`config.mk`:
```
export PLATFORM = sky130hd
export DESIGN_NAME = hostbridge_regfile
export DESIGN_NICKNAME = d
export VERILOG_FILES = /design/src/rtl/hbr_pkg.sv /design/src/rtl/hbr_decode.sv /design/src/rtl/hbr_regbank.sv /design/src/rtl/hostbridge_regfile.sv
export SDC_FILE = /design/constraint.sdc
export NUM_CORES = 1
export LEC_CHECK = 0
export BUFFER_PORTS_ARGS = -buffer_cell sky130_fd_sc_hd__buf_4
export CAP_MARGIN = 15
export CORE_MARGIN = 1.5
export CORE_UTILIZATION = 45
export DETAILED_ROUTE_END_ITERATION = 10
export PLACE_DENSITY = 0.63
export SLEW_MARGIN = 20
export SYNTH_ARGS = -nofsm -noshare
export SYNTH_HDL_FRONTEND = slang
export SYNTH_SLANG_ARGS = --single-unit
```
`constraint.sdc`:
```
create_clock -name clk -period 7.1 [get_ports clk]
set_input_delay 1.42 -clock clk [delete_from_list [all_inputs] [get_ports clk]]
set_output_delay 1.42 -clock clk [all_outputs]
set_load 0.01 [all_outputs]
```
`src/rtl/hbr_pkg.sv`:
```
package hbr_pkg;

    localparam int IDX_W     = 16;
    localparam int NSLOT     = 10;
    localparam int IRQOFF_W  = 19;

    localparam logic [IDX_W-1:0] MMIO_BASE   = 16'h000A;
    localparam logic [IDX_W-1:0] OFF_FAULT   = 16'h0000;
    localparam logic [IDX_W-1:0] OFF_F_AND   = 16'h0001;
    localparam logic [IDX_W-1:0] OFF_F_OR    = 16'h0002;
    localparam logic [IDX_W-1:0] OFF_ACT0    = 16'h0006;
    localparam logic [IDX_W-1:0] OFF_ACT1    = 16'h0007;
    localparam logic [IDX_W-1:0] OFF_BAR     = 16'h000A;
    localparam logic [IDX_W-1:0] OFF_SBAR    = 16'h000B;
    localparam logic [IDX_W-1:0] OFF_CTRL    = 16'h000E;
    localparam logic [IDX_W-1:0] OFF_SEMR    = 16'h000F;
    localparam logic [IDX_W-1:0] OFF_C_SET   = 16'h0012;
    localparam logic [IDX_W-1:0] OFF_C_CLR   = 16'h0013;
    localparam logic [IDX_W-1:0] OFF_DMA     = 16'h0014;
    localparam logic [IDX_W-1:0] OFF_ISTAT   = 16'h0015;
    localparam logic [IDX_W-1:0] OFF_CMP     = 16'h001B;

    localparam logic [63:0] BAR_ADDR_MASK = 64'h0003_FFFF_FFF0_0000;
    localparam logic [63:0] BAR_EN_BIT    = 64'h0000_0000_0000_0001;
    localparam logic [63:0] SBAR_MASK     = 64'h0003_FFFF_0000_0000;
    localparam logic [63:0] CMP_MASK      = 64'hFFFF_E00F_0000_0000;
    localparam int          CMP_SH        = 45;

    typedef enum logic [3:0] {
        S_FAULT, S_ACT0, S_ACT1, S_BAR, S_SBAR,
        S_CTRL, S_SEMR, S_DMA, S_ISTAT, S_CMP
    } slot_e;

    typedef enum logic [2:0] {
        WK_NONE, WK_STORE, WK_AND, WK_OR, WK_CLR, WK_REJECT
    } wkind_e;

    typedef struct packed {
        logic   rd_hit;
        slot_e  rd_slot;
        wkind_e wk;
        slot_e  wr_slot;
    } dec_t;

    function automatic logic [63:0] slot_wmask(slot_e s);
        case (s)
            S_BAR:   return BAR_ADDR_MASK | BAR_EN_BIT;
            S_SBAR:  return SBAR_MASK;
            S_CMP:   return CMP_MASK;
            default: return '1;
        endcase
    endfunction

    function automatic logic [63:0] slot_reset(slot_e s, logic [63:0] bar_init);
        return (s == S_BAR) ? ((bar_init & BAR_ADDR_MASK) | BAR_EN_BIT) : 64'd0;
    endfunction

    function automatic dec_t decode_idx(logic [IDX_W-1:0] idx, logic mmio);
        dec_t d;
        d.rd_hit  = 1'b0;
        d.rd_slot = S_FAULT;
        d.wk      = WK_NONE;
        d.wr_slot = S_FAULT;
        case (idx)
            OFF_FAULT: begin d.rd_hit = 1'b1; d.rd_slot = S_FAULT; d.wk = WK_STORE; d.wr_slot = S_FAULT; end
            OFF_F_AND: begin d.wk = WK_AND; d.wr_slot = S_FAULT; end
            OFF_F_OR:  begin d.wk = WK_OR;  d.wr_slot = S_FAULT; end
            OFF_ACT0:  begin d.rd_hit = 1'b1; d.rd_slot = S_ACT0; d.wk = WK_STORE; d.wr_slot = S_ACT0; end
            OFF_ACT1:  begin d.rd_hit = 1'b1; d.rd_slot = S_ACT1; d.wk = WK_STORE; d.wr_slot = S_ACT1; end
            OFF_BAR: begin
                d.rd_hit = 1'b1; d.rd_slot = S_BAR; d.wr_slot = S_BAR;
                d.wk = mmio ? WK_REJECT : WK_STORE;
            end
            OFF_SBAR:  begin d.rd_hit = 1'b1; d.rd_slot = S_SBAR; d.wk = WK_STORE; d.wr_slot = S_SBAR; end
            OFF_CTRL:  begin d.rd_hit = 1'b1; d.rd_slot = S_CTRL; d.wk = WK_STORE; d.wr_slot = S_CTRL; end
            OFF_SEMR:  begin d.rd_hit = 1'b1; d.rd_slot = S_SEMR; d.wk = WK_STORE; d.wr_slot = S_SEMR; end
            OFF_C_SET: begin d.wk = WK_OR;  d.wr_slot = S_CTRL; end
            OFF_C_CLR: begin d.wk = WK_CLR; d.wr_slot = S_CTRL; end
            OFF_DMA:   begin d.rd_hit = 1'b1; d.rd_slot = S_DMA; d.wk = WK_STORE; d.wr_slot = S_DMA; end
            OFF_ISTAT: begin d.rd_hit = 1'b1; d.rd_slot = S_ISTAT; d.wk = WK_REJECT; d.wr_slot = S_ISTAT; end
            OFF_CMP:   begin d.rd_hit = 1'b1; d.rd_slot = S_CMP; d.wk = WK_STORE; d.wr_slot = S_CMP; end
            default: ;
        endcase
        return d;
    endfunction

endpackage

```
`src/rtl/hbr_decode.sv`:
```
module hbr_decode
    import hbr_pkg::*;
#(
    parameter int WORD_W = 9
) (
    input  logic              mmio,
    input  logic [WORD_W-1:0] word,
    output dec_t              dec
);
    localparam int EXT_W = IDX_W - WORD_W;

    logic [IDX_W-1:0] idx;

    always_comb begin
        idx = {{EXT_W{1'b0}}, word} + (mmio ? MMIO_BASE : '0);
        dec = decode_idx(idx, mmio);
    end
endmodule

```
`src/rtl/hbr_regbank.sv`:
```
module hbr_regbank
    import hbr_pkg::*;
#(
    parameter logic [63:0] BAR_INIT = 64'h0003_0000_2010_0000
) (
    input  logic                  clk,
    input  logic                  rst,
    input  logic                  we,
    input  wkind_e                wk,
    input  slot_e                 slot,
    input  logic [63:0]           wdata,
    output logic [NSLOT-1:0][63:0] q
);
    for (genvar g = 0; g < NSLOT; g++) begin : g_slot
        localparam slot_e       ME    = slot_e'(g);
        localparam logic [63:0] WMASK = slot_wmask(ME);
        localparam logic [63:0] RVAL  = slot_reset(ME, BAR_INIT);

        logic [63:0] nxt;

        always_comb begin
            nxt = q[g];
            if (we && slot == ME) begin
                case (wk)
                    WK_STORE: nxt = wdata & WMASK;
                    WK_AND:   nxt = q[g] & wdata & WMASK;
                    WK_OR:    nxt = (q[g] | wdata) & WMASK;
                    WK_CLR:   nxt = q[g] & ~wdata & WMASK;
                    default:  nxt = q[g];
                endcase
            end
        end

        always_ff @(posedge clk) begin
            if (rst) q[g] <= RVAL;
            else     q[g] <= nxt;
        end
    end


    hold_when_idle_chk: assert property (@(posedge clk) disable iff (rst)
        !we |=> $stable(q));
endmodule

```
`src/rtl/hostbridge_regfile.sv`:
```
module hostbridge_regfile
    import hbr_pkg::*;
#(
    parameter int          WORD_W   = 9,
    parameter logic [63:0] BAR_INIT = 64'h0003_0000_2010_0000
) (
    input  logic              clk,
    input  logic              rst,
    input  logic              req_valid,
    input  logic              req_write,
    input  logic              req_mmio,
    input  logic [WORD_W-1:0] req_word,
    input  logic [63:0]       req_wdata,
    output logic              rsp_valid,
    output logic [63:0]       rsp_rdata,
    output logic              err_pulse,
    output logic              bar_enable,
    output logic [63:0]       bar_addr,
    output logic [IRQOFF_W-1:0] irq_offset
);
    dec_t                    dec;
    logic [NSLOT-1:0][63:0]  slots;
    logic                    wr_ok;
    logic                    bad_d;
    logic [63:0]             rdata_d;

    hbr_decode #(.WORD_W(WORD_W)) u_decode (
        .mmio (req_mmio),
        .word (req_word),
        .dec  (dec)
    );

    always_comb begin
        wr_ok   = req_valid && req_write && (dec.wk != WK_NONE) && (dec.wk != WK_REJECT);
        bad_d   = req_valid && (req_write ? !wr_ok : !dec.rd_hit);
        rdata_d = dec.rd_hit ? slots[dec.rd_slot] : '1;
    end

    hbr_regbank #(.BAR_INIT(BAR_INIT)) u_bank (
        .clk   (clk),
        .rst   (rst),
        .we    (wr_ok),
        .wk    (dec.wk),
        .slot  (dec.wr_slot),
        .wdata (req_wdata),
        .q     (slots)
    );

    always_ff @(posedge clk) begin
        if (rst) begin
            rsp_valid <= 1'b0;
            rsp_rdata <= '0;
            err_pulse <= 1'b0;
        end else begin
            rsp_valid <= req_valid && !req_write;
            rsp_rdata <= (req_valid && !req_write) ? rdata_d : rsp_rdata;
            err_pulse <= bad_d;
        end
    end

    assign bar_enable = slots[S_BAR][0];
    assign bar_addr   = slots[S_BAR] & BAR_ADDR_MASK;
    assign irq_offset = slots[S_CMP][63:CMP_SH];


    bar_mmio_lock_chk: assert property (@(posedge clk) disable iff (rst)
        (req_valid && req_write && req_mmio && req_word == '0)
        |=> (err_pulse && bar_addr == $past(bar_addr) && bar_enable == $past(bar_enable)));


    err_one_cycle_chk: assert property (@(posedge clk) disable iff (rst)
        err_pulse |-> $past(req_valid));


    rsp_timing_chk: assert property (@(posedge clk) disable iff (rst)
        rsp_valid |-> $past(req_valid && !req_write));


    unknown_read_chk: assert property (@(posedge clk) disable iff (rst)
        (req_valid && !req_write && !dec.rd_hit) |=> (rsp_rdata == '1 && err_pulse));
endmodule

```
Yosys cells after proc, flatten, opt, wreduce, memory -nomap -nowiden

Cells that the tools add are included.
Widths: inputs -> output; s select.

Bits in registers: 706
Bits in latches: 0
Memories: 0
Memory bits (writable): 0
ROM bits: 0
Input bits: 78

Bitwise gates (word level): 31
Magnitude comparators: 1
Divide/modulo/power cells: 0
Multiplexer cells: 18
Equal/unequal tests: 27
Add/subtract/negate cells: 1
Multiply operators: 0
Reduce and logical (&&, ||, !) cells: 32
Shift-type cells: 0

Operator list:

| operator            | number |
|---|---|
| $pmux 64 s4         | 10 |
| $and 64x64->64      | 16 |
| $or 64x64->64       | 8 |
| $bmux 64 s4         | 1 |
| $and 50x50->50      | 4 |
| $mux 64             | 2 |
| $or 50x50->50       | 2 |
| $pmux 7 s14         | 1 |
| $eq 16x5->1 const B | 5 |
| $eq 16x4->1 const B | 4 |
| $not 64->64         | 1 |
| $pmux 5 s10         | 1 |
| $eq 16x3->1 const B | 2 |
| $reduce_and 2->1    | 10 |
| $add 9x16->16       | 1 |
| $eq 16x1->1 const B | 1 |
| $eq 16x2->1 const B | 1 |
| $eq 4x3->1 const B  | 4 |
| $logic_not 16->1    | 1 |
| $logic_and 1x1->1   | 15 |
| $eq 4x2->1 const B  | 2 |
| $eq 4x4->1 const B  | 2 |
| $eq 3x2->1 const B  | 2 |
| $lt 4x5->1 const B  | 1 |
| other kinds (11)    | 13 |

Longest topological paths before layout

Gate-level depths: netlist of run 1.

Depth in word-level cells: 10
Depth in mapped cells: 15
Gate-level depth less buffers: 10

By module

A second synthesis of run 1 with hierarchy kept.

Cell total of the unflattened synthesis: 3645
Area, all modules: 31521.5 µm²

By module, submodules not included:

| module             | times used | area each (µm²) | cells each | sequential area each (µm²) |
|---|---|---|---|---|
| hbr_regbank        | 1          | 22745.6         | 2758       | 10410.0 |
| hostbridge_regfile | 1          | 8106.5          | 793        | 1321.3 |
| hbr_decode         | 1          | 669.4           | 94         | 0.0 |

Worst setup path after synthesis of run 1

Ideal clock, no wire load.

Kind: input to register
Start point: input req_mmio
End point: register u_bank.q[326] (netlist name)
Setup time: 0.135 ns
Cell stages on the path: 14
Data required time: 6.965 ns
Arrival time: 4.101 ns
Slack: 2.864 ns
Cell sequence: ha_1 > buf_2 > and3_1 > or3_1 > nand2_1 > clkbuf_1 > a22o_1 > buf_4 > a31oi_1 > or2_1 > buf_2 > buf_2 > o311ai_0 > o21ai_0

Cells in the longest elaborated chain, start to end: 9
Elaborated cells between the ends (all ways): 31
Those cells by class: add/sub (1); eq/ne (19); mux (4); reduce/logical (7)

RTL lines:

| what                                | RTL line                 | text |
|---|---|---|
| start: declaration                  | hostbridge_regfile.sv:11 | `input logic req_mmio,` |
| $mux 4                              | hbr_decode.sv:15         | `idx = {{EXT_W{1'b0}}, word} + (mmio ? MMIO_BASE : '0);` |
| $add 9x16->16                       | hbr_decode.sv:15         |  |
| $eq 16x5->1 (tied with other cells) | hbr_pkg.sv:64            | `case (idx)` |
| $pmux 7 s14 (*)                     | hbr_pkg.sv:64            |  |
| $reduce_bool 3->1                   | hostbridge_regfile.sv:34 | `wr_ok = req_valid && req_write && (dec.wk != WK_NONE) && (dec.wk != WK_REJECT);` |
| $logic_and 1x1->1 (2 in a row)      | hostbridge_regfile.sv:34 |  |
| $logic_and 1x1->1                   | hbr_regbank.sv:23        | `if (we && slot == ME) begin` |
| $reduce_and 2->1 (no source line)   | n/a                      |  |
| end signal: indexed assignment      | hbr_regbank.sv:36        | `else q[g] <= nxt;` |
| end: declaration                    | hbr_regbank.sv:12        | `output logic [NSLOT-1:0][63:0] q` |

Mark *: on every way between the ends. The rest lies on a longest branch, timed or not.
A chain may end at the register's enable or synchronous reset.

Worst setup path after layout of run 1

Start point: input req_mmio
End point: register u_bank.q[346] (netlist name)

The elaborated chain is that of the path after synthesis.

==> results of run 1 <==
[cell type report]
type	count	area share, %
tap	765	3.21
clock inverter	19	0.626
timing repair buffer	246	6.67
multi-input combinational	2365	42.7
sequential	586	39.4
antenna	1	0.00840
clock buffer	97	6.61
inverter	65	0.823
[power by group]
part,leakage [nW],switching [mW],internal (mW)
clock,1.07,1.41,2.00
sequential,4.73,0.0250,3.32
combinational,4.79,0.271,0.130
[cell usage after synthesis, types with 7 or more instances]
cell / n / area share (%)
buf_1: 13 / 0.18
clkbuf_1: 232 / 3.3
o22ai_1: 40 / 0.95
a221oi_1: 42 / 1.4
a32o_1: 21 / 0.79
mux2_2: 27 / 1.1
nor2_1: 173 / 2.5
nor2b_1: 65 / 1.5
a31oi_1: 13 / 0.31
o21ai_1: 25 / 0.47
a21o_1: 15 / 0.43
a22o_1: 13 / 0.43
a222oi_1: 9 / 0.34
o21a_1: 23 / 0.65
nand2_1: 768 / 11
and3_1: 12 / 0.28
mux2i_1: 91 / 3.4
buf_2: 72 / 1.4
nor3_1: 19 / 0.36
nor4_1: 9 / 0.21
a2111oi_0: 10 / 0.33
o311ai_0: 63 / 2.1
a311oi_1: 15 / 0.50
a32oi_1: 8 / 0.26
o31ai_1: 9 / 0.26
buf_4: 102 / 2.9
o211ai_1: 9 / 0.26
a21oi_1: 476 / 9.0
dfxtp_1: 586 / 44
inv_1: 65 / 0.92
nand3_1: 66 / 1.2
o21ai_0: 237 / 4.5
and2_1: 7 / 0.17
[sequential cells by signal (all words and copies together), names as in the netlist]
register / cells
err_pulse: 1
rsp_rdata: 64
rsp_valid: 1
u_bank.q: 520
[critical path, delay by kind of cell]
kind,cells,cell delay [ns]
XOR/XNOR,1,0.62
buffers and inverters,2,0.54
AO/OA/AOI/OAI,5,1.97
AND/OR/NAND/NOR,2,0.83
adder cells (fa/ha/maj),2,0.49
[through the flow]
stage	instances	setup slack (ns)	util [%]	power, mW
final	4144	1.68	51.4	7.16
after global routing	4143	1.45	51.4	7.36
after CTS	4143	1.78	51.4	7.20
after detailed placement	4027	1.19	47.7	3.81
after global placement	4026	1.26	47.6	3.80
after floorplan	3439	2.86	-	3.65
[cells in the final DEF, fill, tap and decap left out, types with 63 or more instances in the layout]
cell       Yosys  final
nand2_1      768    768
nor2_1       173    170
a21oi_1      476    476
dfxtp_1      586    586
mux2i_1       91     91
o311ai_0      63     63
inv_1         65     64
nor2b_1       65     65
buf_4        102    235
clkbuf_16      0     67
o21ai_0      237    237
[how the worst max path moves through the flow]
stage	depth (start not counted)	to	slack [ns]
6_report	12	u_bank.q[346]	1.68
5_1_grt	12	u_bank.q[352]	1.45
4_1_cts	12	u_bank.q[346]	1.78
3_5_place_dp	12	u_bank.q[346]	1.19
3_3_place_gp	12	u_bank.q[361]	1.26
2_1_floorplan	14	u_bank.q[326]	2.86
[routing by layer]
metal	share of wire (%)	vias to the layer above
li1	-	11500
met1	41	12100
met2	47	1232
met3	8.4	231
met4	3.6	4
met5	0.026	-
[logic make-up after synthesis]
group / after synthesis
compound gates: 1056
xor+xnor: 4
fa+ha+maj: 3
buf+inv: 488
flops: 586
mux: 118
other cells: 1
simple gates: 1150
==> results.sh, run 1 <==
export IMPL_yosys_warnings=0
export IMPL_synth_top_family_by_area="compound AO/OA/AOI/OAI gates"
export IMPL_relSlewSlack_pct=27.4
export IMPL_power_leakage_nw=10.6
export IMPL_ys_flop_type="dfxtp_1"
export IMPL_drc=0
export IMPL_nFillCells=5478
export IMPL_cp_start_kind="input pin"
export IMPL_grt_max_degree=120
export IMPL_cts_tree="yes"
export IMPL_synth_compound_area_share_pct=24.0
export IMPL_path_cells="buf_4 > ha_1 > ha_1 > xor2_1 > nand4b_1 > a221oi_1 > a22o_4 > a31oi_1 > or2_2 > buf_4 > o311ai_0 > o21ai_0"
export IMPL_grt_total_usage_pct=29.6
export IMPL_cp_slowest_stage_delay_ns=0.67
export IMPL_cts_resized_gates=0
export IMPL_die_y_um=246
export IMPL_ys_types=66
export IMPL_tightest_slew_ns=1.09
export IMPL_hold_path_depth=2
export IMPL_dp_hpwl_mm=52.7
export IMPL_finalMaxSlewViolations=0
export IMPL_hold_buffers=0
export IMPL_die_area_um2=60300
export IMPL_cp_startpoint="req_mmio"
export IMPL_synth_area_mux_share_pct=4.59
export IMPL_setup_viol=0
export IMPL_ir_drop_mv=0.225
export IMPL_nets=3411
export IMPL_syn_inst=3406
export IMPL_dpl_cell_area_um2=27600
export IMPL_min_to="u_bank.q[499]"
export IMPL_area_delta_synth_final_pct=12.5
export IMPL_die_w_um=246
export IMPL_synth_edf_count=0
export IMPL_r2r_start="u_bank.q[381]"
export IMPL_drtAntennaViolNets=0
export IMPL_yosys_register_bits=586
export IMPL_rows=88
export IMPL_met3_usage_pct=5.31
export IMPL_io_buffers=193
export IMPL_core_area_um2=57900
export IMPL_crit_path_top_delay_cell="or2_2"
export IMPL_synth_area_per_cell_um2=7.77
export IMPL_drive_above_1_share_pct=12.2
export IMPL_cts_root_buf="clkbuf_16"
export IMPL_io_pin_count=228
export IMPL_grt_overflow_total=0
export IMPL_hold_viol_final=0
export IMPL_top_usage_layer="met2"
export IMPL_clock_latency_ns=0.61
export IMPL_max_cap_violations=0
export IMPL_rsz0062_at_grt="false"
export IMPL_seq_area_um2=11700
export IMPL_clock_sinks=586
export IMPL_r2r_slack_ns=5.33
export IMPL_path_class="in -> reg"
export IMPL_status="finished, final reports clean"
export IMPL_worstSetupEndpointType="flop"
export IMPL_fmax_ghz=0.184
export IMPL_period_minus_slack_ns=5.42
export IMPL_met2_usage_pct=48.7
export IMPL_worstPathArrival_ns=5.89
export IMPL_synthAdderAreaFrac_pct=0.142
export IMPL_cts_buffers=66
export IMPL_viasPerCell=6.04
export IMPL_drt_iter0_markers=2704
export IMPL_drt_total_wl_mm=91.9
export IMPL_fin_skew_ns=0.0164
export IMPL_met1_usage_pct=38.4
export IMPL_fin_area_um2=29800
export IMPL_vias=25000
export IMPL_h_tree_depth=3
export IMPL_worstRegToRegCells=4
export IMPL_initial_utilization_pct=45.7
export IMPL_avgRoutedWirePerCell_um=22.2
export IMPL_path_clk_slew_ns=0.06
export IMPL_dr_pass1_iters=7
export IMPL_grt_pass1_vias=23900
export IMPL_clk_path_buf_depth=3
export IMPL_whs_ns=0.450
export IMPL_synthSimpleGateAreaFrac_pct=18.0
export IMPL_synth_xor_area_share_pct=0.132
export IMPL_cp_required_ns=7.56
export IMPL_power_density_nw_per_um2=240
export IMPL_grt_first_pass_wirelength_mm=140
export IMPL_path_max_fanout=39
export IMPL_r2r_end="u_bank.q[344]"
export IMPL_grt_antenna_before_repair=2
export IMPL_finalCritPeriodShare_pct=76.4
export IMPL_multiInputGateArea_um2=12700
export IMPL_hold_path_class="reg -> reg"
export IMPL_netlist_area_um2=26500
export IMPL_ys_seq_area_share_pct=44.3
export IMPL_setup_tns_ns=0
export IMPL_gp_congestion=0.854
export IMPL_ys_async_sr_fraction_pct=0
export IMPL_worstHoldStart="u_bank.q[499]"
export IMPL_postCtsSetupRepairBufs=0
Note: power is estimated with default switching activity, not from simulation.
==> inputs of run 2 (changes only) <==
PLACE_DENSITY = 0.65   (was 0.63)
clock period = 4.6 ns   (was 7.1 ns; I/O delays follow)
==> run 2 against run 1 <==
Setup slack lost 1.2 ns. Non-clock buffer count grew 64. Register-to-register slack lost 2.2 ns. Combinational power grew 57%. Critical endpoint is now rsp_rdata[16]. Largest power group unchanged. Design area grew 2.2%. Flip-flop and latch count is the same. Critical path type unchanged. Via count shrank 1.9%. Clock skew grew 0.0070 ns. Total power grew 55%. Global-route usage shrank 1.9 points. Sequential power grew 54%.
==> results.sh, run 2 (same netlist as run 1, synthesis figures left out) <==
export IMPL_status="finished, final reports clean"
export IMPL_rsz0062_at_grt="false"
export IMPL_swShare_pct=23.8
export IMPL_p_int_mw=8.46
export IMPL_die_w_um=246
export IMPL_drc=0
export IMPL_dp_slack_ns=-0.0277
export IMPL_fin_ws_ns=0.465
export IMPL_largest_reg_flops=520
export IMPL_nets=3475
export IMPL_p_seq_share_pct=46.5
export IMPL_drt_total_wl_mm=86.6
export IMPL_core_area_um2=57900
export IMPL_hold_path_class="reg -> reg"
export IMPL_clock_latency_ns=0.62
export IMPL_drt_iter0_markers=2896
export IMPL_setup_viol=0
export IMPL_io_buffers=193
export IMPL_gp_congestion=0.890
export IMPL_path_max_fanout=46
export IMPL_ir_drop_mv=0.336
export IMPL_drtAntennaViolNets=0
export IMPL_path_clk_slew_ns=0.06
export IMPL_period_minus_slack_ns=4.13
export IMPL_io_pin_count=228
export IMPL_worstPathArrival_ns=4.63
export IMPL_cts_buffers=66
export IMPL_dr_pass1_iters=8
export IMPL_p_comb_share_pct=5.7
export IMPL_avgRoutedWirePerCell_um=20.6
export IMPL_pwr_share_clk_pct=47.8
export IMPL_power_density_nw_per_um2=364
export IMPL_grt_overflow_total=0
export IMPL_relSlewSlack_pct=23.6
export IMPL_die_area_um2=60300
export IMPL_grt_total_usage_pct=27.8
export IMPL_nFillCells=5585
export IMPL_fin_skew_ns=0.0234
export IMPL_seq_area_um2=11700
export IMPL_h_tree_depth=3
export IMPL_area_delta_synth_final_pct=15.0
export IMPL_die_y_um=246
export IMPL_postCtsSetupRepairBufs=0
export IMPL_initial_utilization_pct=45.7
export IMPL_multiInputGateArea_um2=12700
export IMPL_reg_largest_list="u_bank.q x520, rsp_rdata x64"
export IMPL_regMostFlops="u_bank.q"
export IMPL_hold_buffers=0
export IMPL_rows=88
export IMPL_path_class="in -> reg"
export IMPL_viasPerCell=5.83
export IMPL_worstSetupEndpointType="flop"
export IMPL_vias=24500
export IMPL_grt_first_pass_wirelength_mm=133
export IMPL_finalCritPeriodShare_pct=89.9
export IMPL_cts_resized_gates=0
export IMPL_cp_required_ns=5.09
export IMPL_power_leakage_nw=11.0
export IMPL_final_cell_mix="768 x nand2_1, 586 x dfxtp_1, 476 x a21oi_1"
export IMPL_grt_antenna_before_repair=0
export IMPL_hold_viol_final=0
export IMPL_max_cap_violations=0
export IMPL_cp_start_kind="input pin"
export IMPL_cts_root_buf="clkbuf_16"
export IMPL_whs_ns=0.448
export IMPL_cts_tree="yes"
export IMPL_clock_sinks=586
export IMPL_grt_pass1_vias=22400
export IMPL_dp_hpwl_mm=52.4
export IMPL_fmax_ghz=0.242
export IMPL_setup_tns_ns=0
export IMPL_final_common_cell="nand2_1"
export IMPL_drive_above_1_share_pct=13.6
export IMPL_grt_max_degree=137
export IMPL_finalMaxSlewViolations=0
export IMPL_tightest_slew_ns=1.14
export IMPL_n_antenna_cell=0
export IMPL_clk_path_buf_depth=3
export IMPL_power_switching_mw=2.64
[run 2: cell types whose count changed in the layout (fill, tap and decap cells not counted), moves of 2 or more]
| cell | before | now |
|---|---|---|
| inv_6 | 4 | 1 |
| clkbuf_8 | 18 | 15 |
| buf_4 | 235 | 285 |
| clkinv_2 | 11 | 8 |
| clkbuf_1 | 12 | 20 |
| buf_12 | 9 | 24 |
| clkinv_8 | 2 | 4 |
[run 2: layout make-up]
cell class	count	area share (%)
Multi-Input combinational cell	2365	41.7
Sequential cell	586	38.5
Timing Repair Buffer	310	8.66
Clock buffer	102	6.43
Tap cell	765	3.15
Inverter	65	0.806
Clock inverter	16	0.691
[run 2: path summary, 6_finish.rpt]
kind,from,end,slack [ns],cells past startpoint
worst max-delay path,req_mmio,rsp_rdata[16],0.47,12
worst min-delay path,u_bank.q[68],u_bank.q[68],0.45,2
worst max register to register,u_bank.q[226],rsp_rdata[34],3.15,4
worst min register to register,u_bank.q[68],u_bank.q[68],0.45,2
[run 2: per-stage QoR]
step / util (%) / instance area, um^2 / power [mW] / std cells
5_1_grt: 52.5 / 30400 / 11.4 / 4209
6_report: 52.5 / 30400 / 11.1 / 4209
2_1_floorplan: - / 26600 / 5.63 / 3439
3_3_place_gp: 48.8 / 28300 / 5.89 / 4091
3_5_place_dp: 48.8 / 28300 / 5.89 / 4091
4_1_cts: 52.5 / 30400 / 11.1 / 4209
[run 2: layer usage]
layer,vias up,routed length (um),part of all wire (%),GRT usage [%]
met2,1060,40300,47,44.5
met3,181,6490,7.5,3.79
li1,11600,-,-,-
met5,-,0,0,0
met1,11700,37100,43,37.9
met4,0,2680,3.1,10.3
[run 2: power groups by stage]
stage	combinational, mW	sequential [mW]	clock [mW]
finish	0.631	5.16	5.30
global route	0.679	5.16	5.57
CTS	0.624	5.16	5.36
global placement	0.619	5.27	0
detailed placement	0.623	5.27	0
floorplan	0.355	5.28	0
[run 2: critical path: stages]
cell,delay (ns)
buf_4,0.12
ha_1,0.22
ha_1,0.26
xor2_1,0.54
nand2_1,0.26
or2_2,0.38
o22ai_1,0.30
buf_4,0.27
and2_2,0.29
buf_4,0.50
o21ai_0,0.22
a32o_1,0.30
